--- src/rtl/slot_intercept.sv ---
module slot_intercept #(
  parameter int DW = 16,
  parameter int SW = 4
) (
  input  logic             clk,
  input  logic             rst_n,
  input  logic             slot_stb,
  input  logic [SW-1:0]    slot_idx,
  input  logic [DW-1:0]    slot_data,
  input  logic [4:0]       rate_tick,
  input  logic [4:0]       full_rate,
  input  logic [4:0]       icpt_en,
  input  logic [4:0]       dsp_vld,
  output logic [4:0]       sub_stb,
  output logic [5*DW-1:0]  sub_right,
  output logic [5*DW-1:0]  sub_left,
  output logic [15:0]      stat_word
);
  localparam int NP = 5;

  logic [NP-1:0] tick_seen, req_q, acc_q;
  wire frm = slot_stb && (slot_idx == '0);

  always_ff @(posedge clk) begin
    if (!rst_n) begin
      tick_seen <= '0;
      req_q     <= '0;
      acc_q     <= '0;
    end else if (frm) begin
      tick_seen <= '0;
      req_q     <= full_rate | tick_seen | rate_tick;
      acc_q     <= icpt_en & (full_rate | (req_q & dsp_vld));
    end else begin
      tick_seen <= tick_seen | rate_tick;
    end
  end

  assign stat_word = {1'b0, req_q[0], req_q[1], 1'b0, req_q[3], req_q[4], req_q[2], 9'b0};

  for (genvar p = 0; p < NP; p++) begin : g_pair
    localparam logic [SW-1:0] RS = SW'(2 + 2*p);
    localparam logic [SW-1:0] LS = SW'(3 + 2*p);
    logic [DW-1:0] hold_r, out_r, out_l;
    logic          stb_q;

    always_ff @(posedge clk) begin
      if (!rst_n) begin
        hold_r <= '0;
        out_r  <= '0;
        out_l  <= '0;
        stb_q  <= 1'b0;
      end else begin
        stb_q <= slot_stb && (slot_idx == LS) && acc_q[p];
        if (slot_stb && (slot_idx == RS) && acc_q[p]) hold_r <= slot_data;
        if (slot_stb && (slot_idx == LS) && acc_q[p]) begin
          out_r <= hold_r;
          out_l <= slot_data;
        end
      end
    end

    assign sub_stb[p]             = stb_q;
    assign sub_right[p*DW +: DW]  = out_r;
    assign sub_left[p*DW +: DW]   = out_l;

    AST_STB_AFTER_LEFT: assert property (@(posedge clk) disable iff (!rst_n)
      sub_stb[p] |-> $past(slot_stb && slot_idx == LS));
    AST_FULL_RATE_REQ: assert property (@(posedge clk) disable iff (!rst_n)
      (frm && full_rate[p]) |=> req_q[p]);
    AST_NO_ACC_WITHOUT_EN: assert property (@(posedge clk) disable iff (!rst_n)
      (frm && !icpt_en[p]) |=> !acc_q[p]);
  end

  AST_ONE_STB: assert property (@(posedge clk) disable iff (!rst_n)
    $onehot0(sub_stb));
  AST_STAT_HOLD: assert property (@(posedge clk) disable iff (!rst_n)
    !frm |=> $stable(stat_word));
  AST_IDLE_QUIET: assert property (@(posedge clk) disable iff (!rst_n)
    !slot_stb |=> ($stable(sub_right) && $stable(sub_left) && sub_stb == '0));
endmodule

--- config.mk ---
export PLATFORM = sky130hd
export DESIGN_NAME = slot_intercept
export DESIGN_NICKNAME = d
export VERILOG_FILES = /design/src/rtl/slot_intercept.sv
export SDC_FILE = /design/constraint.sdc
export NUM_CORES = 1
export LEC_CHECK = 0
export ABC_AREA = 0
export CORE_MARGIN = 2
export CORE_UTILIZATION = 45
export CTS_CLUSTER_DIAMETER = 120
export DETAILED_ROUTE_END_ITERATION = 6
export PLACE_DENSITY = 0.76
export SYNTH_ARGS = -nofsm -noshare
export SYNTH_HDL_FRONTEND = slang
export SYNTH_SLANG_ARGS = --single-unit
--- constraint.sdc ---
create_clock -name clk -period 1.55 [get_ports clk]
set_input_delay 0.31 -clock clk [delete_from_list [all_inputs] [get_ports clk]]
set_output_delay 0.31 -clock clk [all_outputs]
set_load 0.005 [all_outputs]
==> out/metrics.csv <==
metric,value,unit
status,"finished, final reports clean",
Seq. cell area,0.00526,mm2
Clock Latency Late Sink,520,ps
IO Port Bufs,212,
Area Growth Syn to Fin,36.0,%
vias,7106,
initial antenna violation count,0,
worst-case clock buffer depth,3,
RSZ-0062 raised after global routing,false,
worst clock skew,10.6,ps
kind of critical path,in -> reg,
Hold Crit Class,in -> reg,
Syn Inst Count,905,
Core Box Area,0.0210,mm2
worst setup margin,65.8,ps
Netlist cell types,32,
Post-DP HPWL,16.4,mm
Worst setup SP type,input port,
Max Fclk,674,MHz
wire length per cell,17.5,um
Via density,4.97,
"Hold Vio Cnt, Final",0,
maxcap violations,0,
Synth Register Bits,260,
Mean Syn Cell Area,10.6,um2
Reg2Reg Setup Slack,130,ps
total power,0.0136,W
Setup WS pre-CTS,-452,ps
Netlist Area Pre-Place,0.00958,mm2
initial drt markers,319,
hold_buf cts,0,
DRC viols,0,
crit-path max FO,33,
first-pass GRT wire length,38.0,mm
clock-pin slew on the worst setup and hold paths,60,ps
CTS tree,yes,
static leakage,5.76,nW
1st-pass router iterations,4,
All-Layer GR Usage,0.219,
Root Driver,clkbuf_16,
Critical Path RT,1990,ps
Final Max Slew Viols,0,
Post-synth EDFFs,0,
DRT Wirelength,25.1,mm
fill cell count,1808,
die area,0.0225,mm2
Starting Density,0.457,
overall die width,150,um
vias in the first global route,6860,
grt total ovfl,0,
GPL Wtd Cong,0.809,
H-Tree Depth,1,
Synth Flop Type,dfxtp_1,
nature of the critical path endpoint,register,
maximum VDD drop,618,uV
Inserted Diodes,0,
Sink Count,260,
arrival time worst endpoint,1920,ps
Final min period,1480,ps
fin nets,1178,
Async SR Flop Fraction,0,
Die Ht,150,um
"Core Util, Final",0.622,
Multi-input gate area,0.00396,mm2
Setup Viol. Count Final,0,
YS warnings,0,
share of layout cells above drive strength 1,0.132,
Num CTS Buffers,27,
sequential-to-total area share from yosys stat,0.543,
remaining antenna violation count after routing,0,
largest net degree at the start of global routing,56,
I/O pin count,224,
final worst-path cycle share,0.958,
PwrDens,1040,mW/mm2
num rows,53,
worst max-delay path: stages:
cell and delay (ps):
clkdlybuf4s50_1 590, nand3b_1 200, buf_4 190, nor2_4 110
buf_12 240, mux2i_1 230
cell families after synthesis:
family,count (synthesis),share of synthesized area
AND/OR/NAND/NOR,309,0.138
flip-flops,260,0.543
multiplexers,250,0.261
buffers and inverters,74,0.0491
AO/OA/AOI/OAI,11,0.00875
other,1,0.000391
metrics by stage:
step	hold slack [ps]	instances	cell area, um2	setup TNS (ps)
floorplan	426	915	9620	0
finish	284	1429	13000	0
global placement	441	1376	12300	-78070
CTS	282	1426	13000	0
detailed placement	445	1376	12300	-89690
global route	331	1429	13000	0
power breakdown:
| group | switching [W] | total, W | internal [W] | leakage (nW) |
|---|---|---|---|---|
| clock network | 0.00259 | 0.00629 | 0.00370 | 0.434 |
| registers | 0.00000873 | 0.00670 | 0.00670 | 2.12 |
| logic | 0.000335 | 0.000574 | 0.000239 | 3.21 |
| total | 0.00293 | 0.0136 | 0.0106 | 5.76 |
metal layers:
layer  share of wire  up-vias  wire [um]  track usage
li1                -     3460          -            -
met1            0.43     3395      10700        0.281
met2            0.47      220      11700        0.360
met3           0.088       31       2220       0.0631
met4           0.019        0        473       0.0571
met5               0        -          0            0
layout make-up:
| type | instances | area share |
|---|---|---|
| sequential | 260 | 0.403 |
| inverter | 1 | 0.000288 |
| multi-input combinational | 581 | 0.304 |
| clock inverter | 10 | 0.00682 |
| tap | 275 | 0.0264 |
| clock buffer | 38 | 0.0604 |
| timing repair buffer | 264 | 0.199 |
cell usage after synthesis (2+ instances only):
cell type	count	area share
a21o_1	5	0.0039
mux2i_1	250	0.26
nand3b_1	2	0.0016
nor3_4	3	0.0051
o31ai_1	5	0.0039
and2_1	5	0.0033
buf_1	7	0.0027
nand3_1	6	0.0031
buf_4	30	0.023
buf_6	8	0.0094
clkbuf_1	24	0.0094
nor2_1	11	0.0043
nand2_1	269	0.11
buf_2	3	0.0016
dfxtp_1	260	0.54
path summary, 6_finish.rpt:
path                            start                   end  cells after the start
setup / recovery          slot_idx[2]    g_pair[2].out_l[6]                      6
hold / removal                  rst_n    g_pair[0].out_l[4]                      3
setup reg to reg             acc_q[3]  g_pair[3].hold_r[10]                      3
hold reg to reg   g_pair[1].out_r[14]   g_pair[1].out_r[14]                      2
sequential cells by signal (all words and copies together), names as in the netlist:
| register | cells |
|---|---|
| acc_q | 5 |
| req_q | 5 |
| g_pair.stb_q | 5 |
| g_pair.hold_r | 80 |
| g_pair.out_r | 80 |
| g_pair.out_l | 80 |
| tick_seen | 5 |
layout by cell type (no fill, tap or decap), drive strengths merged, types with 2 or more instances in the layout:
master	count
buf	51
dlygate4sd2	170
dfxtp	260
clkbuf	40
nand3b	2
nor2	13
conb	11
inv	2
and2	5
nor3	3
nand2	270
mux2i	250
clkdlybuf4s50	41
nand3	7
nand2b	2
a21o	5
clkinv	7
o31ai	5
what timing repair did:
action	CTS	global route
hold endpoints to repair	0	0
resized for setup	211	0
pin swaps	0	2
buffers inserted	2	2
gates cloned	0	1
endpoints found under the setup margin	170	1
Power figures use the tool's default switching activity.
